$ cat src/rtl/pwr_sleep_ctrl.sv
`timescale 1ns/1ps
module pwr_sleep_ctrl #(
  parameter int N_DOM = 4,
  parameter int N_MOD = 16,
  parameter int AW = 12,
  parameter int DW = 32,
  parameter int STEP_DLY = 3,
  parameter logic [4*N_MOD-1:0] MOD_DOM_MAP = 64'h3333_2222_1111_0000,
  parameter logic [N_DOM-1:0] DOM_ON_RST = 1
) (
  input  logic             clk,
  input  logic             rst_n,
  input  logic             reg_wen,
  input  logic [AW-1:0]    reg_addr,
  input  logic [DW-1:0]    reg_wdata,
  output logic [DW-1:0]    reg_rdata,
  input  logic [N_MOD-1:0] mod_idle,
  output logic [N_MOD-1:0] mod_clk_en,
  output logic [N_MOD-1:0] mod_rst_n,
  output logic [N_DOM-1:0] dom_pwr_on,
  output logic [N_DOM-1:0] dom_pwr_pend
);
  localparam int CW = $clog2(STEP_DLY + 1);
  localparam logic [1:0] PH_IDLE = 2'd0, PH_PWAIT = 2'd1, PH_MODS = 2'd2;
  localparam logic [3:0] RG_GLB = 4'h0, RG_DCTL = 4'h1, RG_DSTAT = 4'h2,
                         RG_MCTL = 4'h4, RG_MSTAT = 4'h5;

  logic [1:0]       m_req [N_MOD];
  logic [1:0]       m_st  [N_MOD];
  logic [CW-1:0]    m_cnt [N_MOD];
  logic [N_MOD-1:0] m_force, m_busy, m_go, m_inmods, m_domon;

  logic [1:0]       d_ph [N_DOM];
  logic [N_DOM-1:0] d_next, d_pgood, d_on, d_left, d_busy;

  wire [3:0] region = reg_addr[11:8];
  wire [5:0] idx    = reg_addr[7:2];
  wire       cmd_wr = reg_wen && region == RG_GLB && idx == 6'd0;

  genvar gm, gd;
  generate
    for (gm = 0; gm < N_MOD; gm++) begin : g_mod
      localparam int DM = int'(MOD_DOM_MAP[4*gm +: 4]);
      assign m_inmods[gm] = d_ph[DM] == PH_MODS;
      assign m_domon[gm]  = d_on[DM];
      assign m_busy[gm]   = m_inmods[gm] && (m_st[gm] != m_req[gm]);
      assign m_go[gm]     = m_busy[gm] &&
                            !(m_st[gm][0] && !m_req[gm][0] && !mod_idle[gm] && !m_force[gm]);
      assign mod_clk_en[gm] = m_st[gm][0] & m_domon[gm];
      assign mod_rst_n[gm]  = m_st[gm][1];

      assert_state_moves_in_transition_R10: assert property (@(posedge clk) disable iff (!rst_n)
        !$stable(m_st[gm]) |-> $past(d_ph[DM] == PH_MODS));
      assert_clock_stop_needs_idle_R9: assert property (@(posedge clk) disable iff (!rst_n)
        $fell(m_st[gm][0]) |-> $past(mod_idle[gm] || m_force[gm]));
    end

    for (gd = 0; gd < N_DOM; gd++) begin : g_dom
      assign d_busy[gd]       = d_ph[gd] != PH_IDLE;
      assign dom_pwr_pend[gd] = d_ph[gd] == PH_PWAIT;
      assign dom_pwr_on[gd]   = d_on[gd];

      assert_pending_only_while_off_R6: assert property (@(posedge clk) disable iff (!rst_n)
        dom_pwr_pend[gd] |-> !dom_pwr_on[gd]);
      assert_power_up_after_pending_R7: assert property (@(posedge clk) disable iff (!rst_n)
        $rose(dom_pwr_on[gd]) |-> $past(dom_pwr_pend[gd]));
      assert_busy_starts_on_command_R3: assert property (@(posedge clk) disable iff (!rst_n)
        $rose(d_busy[gd]) |-> $past(cmd_wr && reg_wdata[gd]));
    end
  endgenerate

  always_comb begin
    d_left = '0;
    for (int d = 0; d < N_DOM; d++)
      for (int m = 0; m < N_MOD; m++)
        if (MOD_DOM_MAP[4*m +: 4] == 4'(d) && m_busy[m]) d_left[d] = 1'b1;
  end

  always_ff @(posedge clk or negedge rst_n) begin
    if (!rst_n) begin
      for (int m = 0; m < N_MOD; m++) begin
        m_req[m] <= 2'd0;
        m_st[m]  <= 2'd0;
        m_cnt[m] <= '0;
      end
      m_force <= '0;
    end else begin
      for (int m = 0; m < N_MOD; m++) begin
        if (reg_wen && region == RG_MCTL && idx == 6'(m)) begin
          m_req[m]   <= reg_wdata[1:0];
          m_force[m] <= reg_wdata[8];
        end
        if (!m_go[m]) m_cnt[m] <= '0;
        else if (m_cnt[m] == CW'(STEP_DLY - 1)) begin
          m_st[m]  <= m_req[m];
          m_cnt[m] <= '0;
        end else m_cnt[m] <= m_cnt[m] + 1'b1;
      end
    end
  end

  always_ff @(posedge clk or negedge rst_n) begin
    if (!rst_n) begin
      for (int d = 0; d < N_DOM; d++) d_ph[d] <= PH_IDLE;
      d_next  <= DOM_ON_RST;
      d_on    <= DOM_ON_RST;
      d_pgood <= '0;
    end else begin
      for (int d = 0; d < N_DOM; d++) begin
        case (d_ph[d])
          PH_IDLE:
            if (cmd_wr && reg_wdata[d]) begin
              d_pgood[d] <= 1'b0;
              d_ph[d]    <= (!d_on[d] && d_next[d]) ? PH_PWAIT : PH_MODS;
            end
          PH_PWAIT:
            if (d_pgood[d]) begin
              d_pgood[d] <= 1'b0;
              d_on[d]    <= 1'b1;
              d_ph[d]    <= PH_MODS;
            end
          PH_MODS:
            if (!d_left[d]) begin
              d_on[d] <= d_next[d];
              d_ph[d] <= PH_IDLE;
            end
          default: d_ph[d] <= PH_IDLE;
        endcase
        if (reg_wen && region == RG_DCTL && idx == 6'(d)) begin
          d_next[d] <= reg_wdata[0];
          if (reg_wdata[1]) d_pgood[d] <= 1'b1;
        end
      end
    end
  end

  always_comb begin
    reg_rdata = '0;
    case (region)
      RG_GLB:
        if (idx == 6'd1) reg_rdata[N_DOM-1:0] = d_busy;
        else if (idx == 6'd2) reg_rdata[N_DOM-1:0] = dom_pwr_pend;
      RG_DCTL:
        for (int d = 0; d < N_DOM; d++)
          if (idx == 6'(d)) begin
            reg_rdata[0] = d_next[d];
            reg_rdata[1] = d_pgood[d];
          end
      RG_DSTAT:
        for (int d = 0; d < N_DOM; d++)
          if (idx == 6'(d)) reg_rdata[0] = d_on[d];
      RG_MCTL:
        for (int m = 0; m < N_MOD; m++)
          if (idx == 6'(m)) begin
            reg_rdata[1:0] = m_req[m];
            reg_rdata[8]   = m_force[m];
          end
      RG_MSTAT:
        for (int m = 0; m < N_MOD; m++)
          if (idx == 6'(m)) begin
            reg_rdata[1:0] = m_st[m];
            reg_rdata[12]  = m_st[m][0];
          end
      default: reg_rdata = '0;
    endcase
  end
endmodule

$ cat config.mk
export PLATFORM = sky130hd
export DESIGN_NAME = pwr_sleep_ctrl
export DESIGN_NICKNAME = d
export VERILOG_FILES = /design/src/rtl/pwr_sleep_ctrl.sv
export SDC_FILE = /design/constraint.sdc
export NUM_CORES = 1
export LEC_CHECK = 0
export BUFFER_PORTS_ARGS = -buffer_cell sky130_fd_sc_hd__clkbuf_2
export CORE_ASPECT_RATIO = 0.75
export CORE_UTILIZATION = 35
export DETAILED_ROUTE_END_ITERATION = 8
export GPL_ROUTABILITY_DRIVEN = 0
export PLACE_DENSITY = 0.63
export SKIP_CTS_REPAIR_TIMING = 1
export SKIP_LAST_GASP = 1
export SLEW_MARGIN = 20
export SYNTH_ARGS = -nofsm -noshare
export SYNTH_HDL_FRONTEND = slang
export SYNTH_SLANG_ARGS = --single-unit
$ cat constraint.sdc
create_clock -name clk -period 1.62 [get_ports clk]
set_input_delay 0 -clock clk [delete_from_list [all_inputs] [get_ports clk]]
set_output_delay 0 -clock clk [all_outputs]
set_load 0.02 [all_outputs]
==> Flow_metrics.wiki, run 1 <==
{| class="wikitable"
! Metric !! Value
|-
| Total setup violations reported at the end of the flow || 40
|-
| Vias in the first global route || 5982
|-
| Starting density of the core || 36.3%
|-
| Avg Vias per Cell || 5.07
|-
| Area fraction in compound gates after synthesis || just under 9%
|-
| Total global-route track usage || approximately a fifth
|-
| Flip-flop cell with the highest count after synthesis || sky130_fd_sc_hd__dfrtp_1
|-
| Count of unresolved DRC violations after routing || 0
|-
| Maximum clock frequency || roughly 460 MHz
|-
| Root Driver || sky130_fd_sc_hd__clkbuf_16
|-
| CP cell instances || mux4_2 -> a32o_1 -> o31ai_2 -> a221oi_2 -> a311o_1 -> buf_2
|-
| Number of core rows || 45
|-
| Final #Nets || about 1000
|-
| Element type at the critical path end || output pin
|-
| Worst Setup Start Kind || flop
|-
| Pins Over Slew Limit || 0
|-
| Synthesized flop and latch total || between 100 and 150
|-
| Count of maximum capacitance violations || 0
|-
| Portion of netlist area occupied by mux cells || 17.9%
|-
| Insertion delay of the later-clocked pin in the worst-skew pair || around 0.43 ns
|-
| Area inside the core boundary || 20600 um2
|-
| Area of the die || approximately 22000 um2
|-
| Data arrival, critical path || around 2.2 ns
|-
| EDFF count, synth || 0
|-
| Share of cells above drive strength 1 || a little over half
|-
| Synthesized instance count || 705
|-
| Fraction of the mapped netlist area in simple logic gates || between 10% and 20%
|-
| DRC violation total after the first TritonRoute iteration || 401
|-
| TritonRoute pass-1 iters || 5
|-
| Result of the run || finished, violations left
|-
| Clock-pin slew on the worst setup and hold paths || around 0.060 ns
|-
| Initial antenna violation count || 0
|-
| Final WS setup || -0.569 ns
|-
| Overall power consumption || slightly above 8 mW
|-
| Maximum number of pins on one net before global-route repair || 43
|-
| Standard cell with the maximum stage delay on the critical path || sky130_fd_sc_hd__mux4_2
|-
| Unrepaired setup endpoints after global routing || true
|-
| Total via count after detailed routing || 6300
|-
| Async set-or-reset flop fraction in the synthesized netlist || 100%
|-
| Main combinational cell family by area after synthesis || multiplexers
|-
| Count of buffers from port buffering || 79
|-
| Mean instance size in the synthesized netlist || roughly 11 um2
|-
| Die span in y || about 130 um
|-
| I/O pin cnt || approximately 140
|-
| Power density over cell area || ~760 nW/um2
|-
| Congestion Overflow GR || 0
|-
| Clock tree from TritonCTS || yes
|-
| Average routed wire per standard cell || about 18 um
|-
| Final critical-path share of the clock period || 135%
|-
| Worst Clk Skew || around 0.011 ns
|-
| Number of warning messages in the yosys log || 0
|-
| Most frequent cells in the layout || 173 x sky130_fd_sc_hd__buf_4, 129 x sky130_fd_sc_hd__dfrtp_1, 74 x sky130_fd_sc_hd__clkbuf_2
|-
| Ant diodes || 0
|-
| Category of cells accounting for the largest share of critical-path delay || compound AO/OA/AOI/OAI gates
|-
| Slew headroom || between 60% and 70%
|-
| Layout overhead on the synthesized area || 45.6%
|-
| Setup TNS || -4.34 ns
|-
| Post-synth design cell area || ~7500 um2
|-
| Critical path start-end classification || reg -> out
|-
| Largest fanout of any net on the critical path || 2
|-
| Endpoint required time on the critical path || 1.62 ns
|-
| Number of buffers and inverters on the critical path || 1
|-
| Remaining number of nets flagged by the antenna check after routing || 0
|-
| Width of the die || around 170 um
|-
| Violated checks || setup timing
|-
| Peak supply drop || around 0.69 mV
|-
| Post-route minimum period || around 2.2 ns
|-
| Max incr delay on CP || a little under 0.5 ns
|-
| First-pass GRT wire length || 33.8 mm
|-
| CTS Buffer Depth || 2
|-
| Clock sinks || about 130
|-
| Final HPWL from detailed placement || approximately 17 mm
|-
| Cts bufs inserted || 17
|-
| Count of cell types in the netlist || 59
|-
| Worst Tran Pin Value || roughly 0.57 ns
|-
| Most frequent standard cell in the layout excluding fill and tap cells || sky130_fd_sc_hd__buf_4
|-
| Adder-cell area share of the yosys netlist || between 2 and 3%
|-
| Post-Synth XOR/XNOR Area || approximately 1.9%
|-
| Final Routed Wirelength || 22.8 mm
|-
| Leak Pwr || 4.91 nW
|-
| CTS H-tree lvls || 4
|-
| Hold/Removal Path Class || in -> reg
|-
| Total count of hold-check failures in the final report || 0
|-
| Share of the yosys chip area belonging to registers || 44.4%
|-
| Number of fill cells in the layout || 1787
|}
## cells by family (layout without fill, tap and decap cells)
logic type,Yosys count,in the layout
other cells,1,26
compound gates,102,102
fa+ha+maj,16,16
flops,132,132
mux,108,108
xor+xnor,16,16
simple gates,231,231
buf+inv,99,329
## routing by layer
layer | share of wire [%] | routed length [um] | global-route usage [%] | vias up
met4 | 1.5 | 347 | 6.15 | 0
met5 | 0 | 0 | 0 | -
met2 | 44 | 10100 | 29.9 | 213
met1 | 47 | 10800 | 30.5 | 3103
li1 | - | - | - | 2954
met3 | 6.9 | 1580 | 5.17 | 30
## stage by stage
| step | std cells | area [um2] | util [%] | hold slack, ns | setup WS, ns |
|---|---|---|---|---|---|
| after floorplan | 730 | 7640 | - | -0.296 | -0.0546 |
| after CTS | 1226 | 9900 | 48.2 | -0.520 | -0.614 |
| after detailed placement | 1194 | 9260 | 45.1 | -0.0562 | -0.371 |
| final | 1242 | 10800 | 52.8 | 0.0209 | -0.569 |
| after global routing | 1242 | 10800 | 52.8 | 0.0551 | -0.653 |
| after global placement | 1194 | 9260 | 45.1 | -0.0559 | -0.365 |
## tightest hold or removal path: stages
cell                       delay, ns
sky130_fd_sc_hd__clkbuf_2       0.09
sky130_fd_sc_hd__a21oi_1        0.23
sky130_fd_sc_hd__nor4_2         0.08
## synth_stat cells (all sizes together) (2+ instances only)
master | instances | area [um2]
dfrtp | 130 | 3250
mux2 | 90 | 1010
nand2 | 59 | 221
buf | 54 | 385
nor2 | 42 | 160
a21oi | 35 | 175
inv | 33 | 124
nor3b | 33 | 248
nor3 | 20 | 105
o21ai | 19 | 95.1
and2 | 18 | 113
ha | 16 | 200
xnor2 | 16 | 140
nand3 | 15 | 75.1
clkbuf | 12 | 45.0
mux4 | 11 | 248
nor2b | 11 | 68.8
nand2b | 10 | 62.6
nor4 | 9 | 56.3
o22ai | 9 | 56.3
a22oi | 7 | 52.6
mux2i | 7 | 70.1
a31oi | 4 | 25.0
a211oi | 3 | 22.5
a221o | 3 | 30.0
nor4b | 3 | 47.5
o22a | 3 | 26.3
or4b | 3 | 30.0
a21boi | 2 | 15.0
a221oi | 2 | 23.8
a2bb2oi | 2 | 17.5
a311o | 2 | 20.0
dfstp | 2 | 52.6
o21a | 2 | 15.0
## worst paths after layout
kind,end,from,cells past startpoint,slack [ns]
setup reg to reg,dom_pwr_on[3],m_req[0],8,-0.18
max in group asynchronous,mod_rst_n[10],rst_n,3,0.87
hold reg to reg,m_cnt[13],m_cnt[13],1,0.45
setup / recovery,reg_rdata[1],m_req[23],6,-0.57
min in group asynchronous,m_cnt[23],rst_n,2,0.08
hold / removal,d_ph[0],reg_wdata[3],3,0.02
## area by class of cell
cell class                 count  area (um2)  share of cell area [%]
timing repair buffer         264        1870                    17.2
inverter                      33         140                    1.29
multi-input combinational    499        4540                    41.8
clock inverter                14         200                    1.85
sequential                   132        3310                    30.5
tap                          282         353                    3.25
clock buffer                  18         439                    4.05
## where the power goes
group          switching [mW]  total, mW  leakage [nW]  internal [mW]
clock                    1.55       4.19         0.304           2.63
combinational           0.431      0.704          2.80          0.273
sequential             0.0266       3.35          1.81           3.33
## flip-flops by register name, indices dropped and copies added, names as in the netlist
| register | cells |
|---|---|
| d_ph | 8 |
| m_cnt | 32 |
| d_next | 4 |
| mod_rst_n | 16 |
| d_pgood | 4 |
| m_req | 32 |
| dom_pwr_on | 4 |
| m_force | 16 |
| m_st | 16 |
No activity file was read; power rests on OpenSTA's default activity.
==> inputs of run 2 (changes only) <==
--- a/config.mk
+++ b/config.mk
@@ -5,12 +5,13 @@
 export SDC_FILE = /design/constraint.sdc
 export NUM_CORES = 1
 export LEC_CHECK = 0
+export ABC_AREA = 1
 export BUFFER_PORTS_ARGS = -buffer_cell sky130_fd_sc_hd__clkbuf_2
 export CORE_ASPECT_RATIO = 0.75
 export CORE_UTILIZATION = 35
 export DETAILED_ROUTE_END_ITERATION = 8
 export GPL_ROUTABILITY_DRIVEN = 0
-export PLACE_DENSITY = 0.63
+export PLACE_DENSITY = 0.64
 export SKIP_CTS_REPAIR_TIMING = 1
 export SKIP_LAST_GASP = 1
 export SLEW_MARGIN = 20
==> run 2 against run 1 <==
  * The flow finishes with violations (hold timing, setup timing)
  * Synthesized cell count grew 38%
  * Non-clock buffer count shrank 12
  * Total power grew 68%
  * Sequential share of layout area grew 2.0 points
  * Sequential power grew 34%
  * Clock-buffer cell count grew 4
  * Final cell count grew 22%
  * Wire length shrank 5.9%
  * Sequential cell count is the same
  * Via count grew 14%
  * Critical path depth grew 7
  * Worst hold slack lost 0.032 ns
==> Flow_metrics.wiki, run 2 <==
{| class="wikitable"
! Metric !! Value
|-
| Sw Share || a little under two fifths
|-
| Share of the yosys chip area belonging to registers || between 40% and 50%
|-
| Total global-route track usage || about a fifth
|-
| Synthesized flop and latch total || 132
|-
| Cell count of the worst reg-to-reg path || 10
|-
| CTS Buffer Depth || 2
|-
| Largest fanout of any net on the critical path || 3
|-
| Congestion Overflow GR || 0
|-
| Cts bufs inserted || 17
|-
| Final critical-path share of the clock period || 147%
|-
| Average routed wire per standard cell || between 10 and 15 um
|-
| Clock-pin slew on the worst setup and hold paths || ~0.060 ns
|-
| Data arrival, critical path || approximately 2.4 ns
|-
| Total via count after detailed routing || 7176
|-
| TritonRoute pass-1 iters || 5
|-
| Endpoint required time on the critical path || around 1.6 ns
|-
| Area contributors post-synth || sky130_fd_sc_hd__dfrtp_1 45%, sky130_fd_sc_hd__nand2_1 14%, sky130_fd_sc_hd__inv_1 7.2%
|-
| Avg Vias per Cell || ~4.7
|-
| Final Routed Wirelength || about 21 mm
|-
| Violated checks || hold timing, setup timing
|-
| Unrepaired setup endpoints after global routing || true
|-
| Final #Nets || about 1300
|-
| Worst Tran Pin Value || around 0.62 ns
|-
| Count of buffers from port buffering || 79
|-
| Power density over cell area || 1360 nW/um2
|-
| Initial antenna violation count || 0
|-
| Count of cell types in the netlist || 37
|-
| Endpoint of the worst hold path || m_cnt[3]
|-
| Flip-flop cell with the highest count after synthesis || sky130_fd_sc_hd__dfrtp_1
|-
| Post-route minimum period || between 2 and 2.5 ns
|-
| Mean instance size in the synthesized netlist || approximately 7.5 um2
|-
| First-pass GRT wire length || between 30 and 40 mm
|-
| Int Power || around 8.7 mW
|-
| Number of warning messages in the yosys log || 0
|-
| Element type at the critical path end || output pin
|-
| Maximum clock frequency || about 420 MHz
|-
| Most common library cells after synthesis || 274 x sky130_fd_sc_hd__nand2_1, 140 x sky130_fd_sc_hd__inv_1, 130 x sky130_fd_sc_hd__dfrtp_1
|-
| Most frequent cells in the layout || 255 x sky130_fd_sc_hd__nand2_1, 159 x sky130_fd_sc_hd__buf_4, 128 x sky130_fd_sc_hd__dfrtp_1
|-
| Ant diodes || 0
|-
| Area of the die || 21400 um2
|-
| Detailed-routed wire length on met2 || between 9 and 10 mm
|-
| Hold/Removal Path Class || in -> reg
|-
| Width of the die || between 150 and 200 um
|-
| Final HPWL from detailed placement || 15.1 mm
|-
| CTS H-tree lvls || 4
|-
| Leak Pwr || 5.03 nW
|-
| Pins Over Slew Limit || 0
|-
| Layout overhead on the synthesized area || 39.7%
|-
| Area inside the core boundary || between 20000 and 25000 um2
|-
| Peak supply drop || 0.924 mV
|-
| Launch point of the worst reg-to-reg path || m_st[22]
|-
| Hold wc startpoint || mod_idle[14]
|-
| Final WS setup || -0.766 ns
|-
| Share of cells above drive strength 1 || approximately a third
|-
| Sequential group share of total power || roughly a third
|-
| Result of the run || finished, violations left
|-
| DRC violation total after the first TritonRoute iteration || between 600 and 700
|-
| Root Driver || sky130_fd_sc_hd__clkbuf_16
|-
| Proportion of power drawn by combinational gates || approximately two fifths
|-
| Vias in the first global route || roughly 6300
|-
| Top-count cell post-synth || sky130_fd_sc_hd__nand2_1
|-
| M1 wire length || ~10 mm
|-
| Maximum number of pins on one net before global-route repair || between 60 and 70
|-
| Overall power consumption || 13.8 mW
|-
| Remaining number of nets flagged by the antenna check after routing || 0
|-
| Worst hold path cell count || 3
|-
| Clock sinks || 132
|-
| Async set-or-reset flop fraction in the synthesized netlist || 100%
|-
| Worst Setup Start Kind || flop
|-
| Worst Clk Skew || 0.0111 ns
|-
| Slew headroom || between 50% and 60%
|-
| I/O pin cnt || 135
|-
| Die span in y || roughly 130 um
|-
| Largest area contributor in the synthesized netlist || sky130_fd_sc_hd__dfrtp_1
|-
| Starting density of the core || between 30% and 40%
|-
| Most frequent standard cell in the layout excluding fill and tap cells || sky130_fd_sc_hd__nand2_1
|-
| Area share of the largest cell type after synthesis || between 40 and 50%
|-
| Power dissipated by switching net loads || just over 5 mW
|-
| Critical path start-end classification || reg -> out
|-
| Total setup violations reported at the end of the flow || 16
|-
| Post-synth design cell area || 7290 um2
|-
| Clock tree from TritonCTS || yes
|-
| Number of fill cells in the layout || 1910
|-
| Met3 routed WL || around 1.2 mm
|-
| Register-to-register path setup slack || -0.26 ns
|-
| Clock share of power || ~28%
|-
| Largest registers || m_cnt x32, m_req x32
|-
| Final core utilization || 50.1%
|-
| Number of core rows || 45
|-
| Count of maximum capacitance violations || 0
|-
| Total count of hold-check failures in the final report || 4
|-
| Highest routing layer actually used || met4
|-
| Synthesized instance count || 970
|-
| EDFF count, synth || 0
|-
| Endpoint of the worst register-to-register path || dom_pwr_on[1]
|-
| Count of unresolved DRC violations after routing || 0
|-
| Post-Route Hold Slack || -0.0113 ns
|-
| Insertion delay of the later-clocked pin in the worst-skew pair || between 0.4 and 0.5 ns
|}
==> run 2: changes by cell type after synthesis, sizes merged, moves of 13 or more <==
| cell | delta |
|---|---|
| xnor2 | -13 |
| o21ai | +83 |
| nand3 | +26 |
| nor2 | +49 |
| inv | +111 |
| and2 | -18 |
| nand2 | +215 |
| mux2 | -87 |
| nor3 | +20 |
| nor3b | -33 |
==> run 2: worst max-delay path by stage <==
stage	start	to	slack (ns)	depth (start not counted)
2_1_floorplan	m_req[30]	dom_pwr_on[0]	0.006	9
3_3_place_gp	reg_addr[7]	reg_rdata[0]	-0.26	14
3_5_place_dp	reg_addr[7]	reg_rdata[0]	-0.26	14
4_1_cts	m_st[28]	reg_rdata[0]	-0.73	13
5_1_grt	m_st[28]	reg_rdata[0]	-0.90	13
6_report	m_st[28]	reg_rdata[0]	-0.77	13
==> run 2: area by class of cell <==
| type | count | area [um2] | share of cell area (%) |
|---|---|---|---|
| Clock buffer | 22 | 464 | 4.56 |
| Tap cell | 282 | 353 | 3.46 |
| Sequential cell | 132 | 3310 | 32.5 |
| Multi-Input combinational cell | 668 | 3610 | 35.5 |
| Clock inverter | 10 | 106 | 1.04 |
| Timing Repair Buffer | 252 | 1790 | 17.6 |
| Inverter | 145 | 546 | 5.36 |
==> run 2: power by group through the flow <==
stage	Sequential, mW	Clock [mW]	Combinational [mW]
6_report	4.48	3.80	5.53
5_1_grt	4.56	4.01	6.06
4_1_cts	4.40	3.85	4.47
3_5_place_dp	4.44	0	4.43
3_3_place_gp	4.41	0	4.36
2_1_floorplan	4.45	0	2.48
==> run 2: critical path: stages, from the launching register on <==
cell	delay (ns)
sky130_fd_sc_hd__dfrtp_1	0.42
sky130_fd_sc_hd__inv_2	0.10
sky130_fd_sc_hd__nor2_2	0.04
sky130_fd_sc_hd__nor2_1	0.15
sky130_fd_sc_hd__nand2_1	0.08
sky130_fd_sc_hd__nand2_1	0.08
sky130_fd_sc_hd__nand4_1	0.15
sky130_fd_sc_hd__nor2_2	0.18
sky130_fd_sc_hd__nand4_1	0.12
sky130_fd_sc_hd__nor2_1	0.16
sky130_fd_sc_hd__nand4_1	0.15
sky130_fd_sc_hd__nand2_2	0.12
sky130_fd_sc_hd__nand3_2	0.08
sky130_fd_sc_hd__buf_6	0.14
==> run 2: kinds of logic after synthesis <==
| kind of cell | count (synthesis) | synth area share [%] |
|---|---|---|
| simple gates | 463 | 26.8 |
| xor+xnor | 3 | 0.361 |
| fa+ha+maj | 16 | 2.75 |
| other cells | 1 | 0.0515 |
| flops | 132 | 45.4 |
| buf+inv | 195 | 12.4 |
| mux | 3 | 0.463 |
| compound gates | 157 | 11.8 |
==> run 2: per-layer routing <==
metal	vias to the layer above	global-route usage (%)
li1	3549	-
met1	3373	28.3
met2	225	29.8
met3	29	4.24
met4	0	6.26
met5	-	0
==> run 2: per-stage QoR <==
step | hold slack [ns] | area [um2] | TNS (ns) | worst slack, ns | std cells
after floorplan | -0.296 | 7390 | 0 | 0.00638 | 995
after global placement | -0.126 | 8890 | -1.37 | -0.257 | 1450
after detailed placement | -0.128 | 8890 | -1.66 | -0.259 | 1450
after CTS | -0.579 | 9460 | -3.52 | -0.726 | 1482
after global routing | 0.00813 | 10200 | -6.21 | -0.902 | 1511
final | -0.0113 | 10200 | -3.68 | -0.766 | 1511
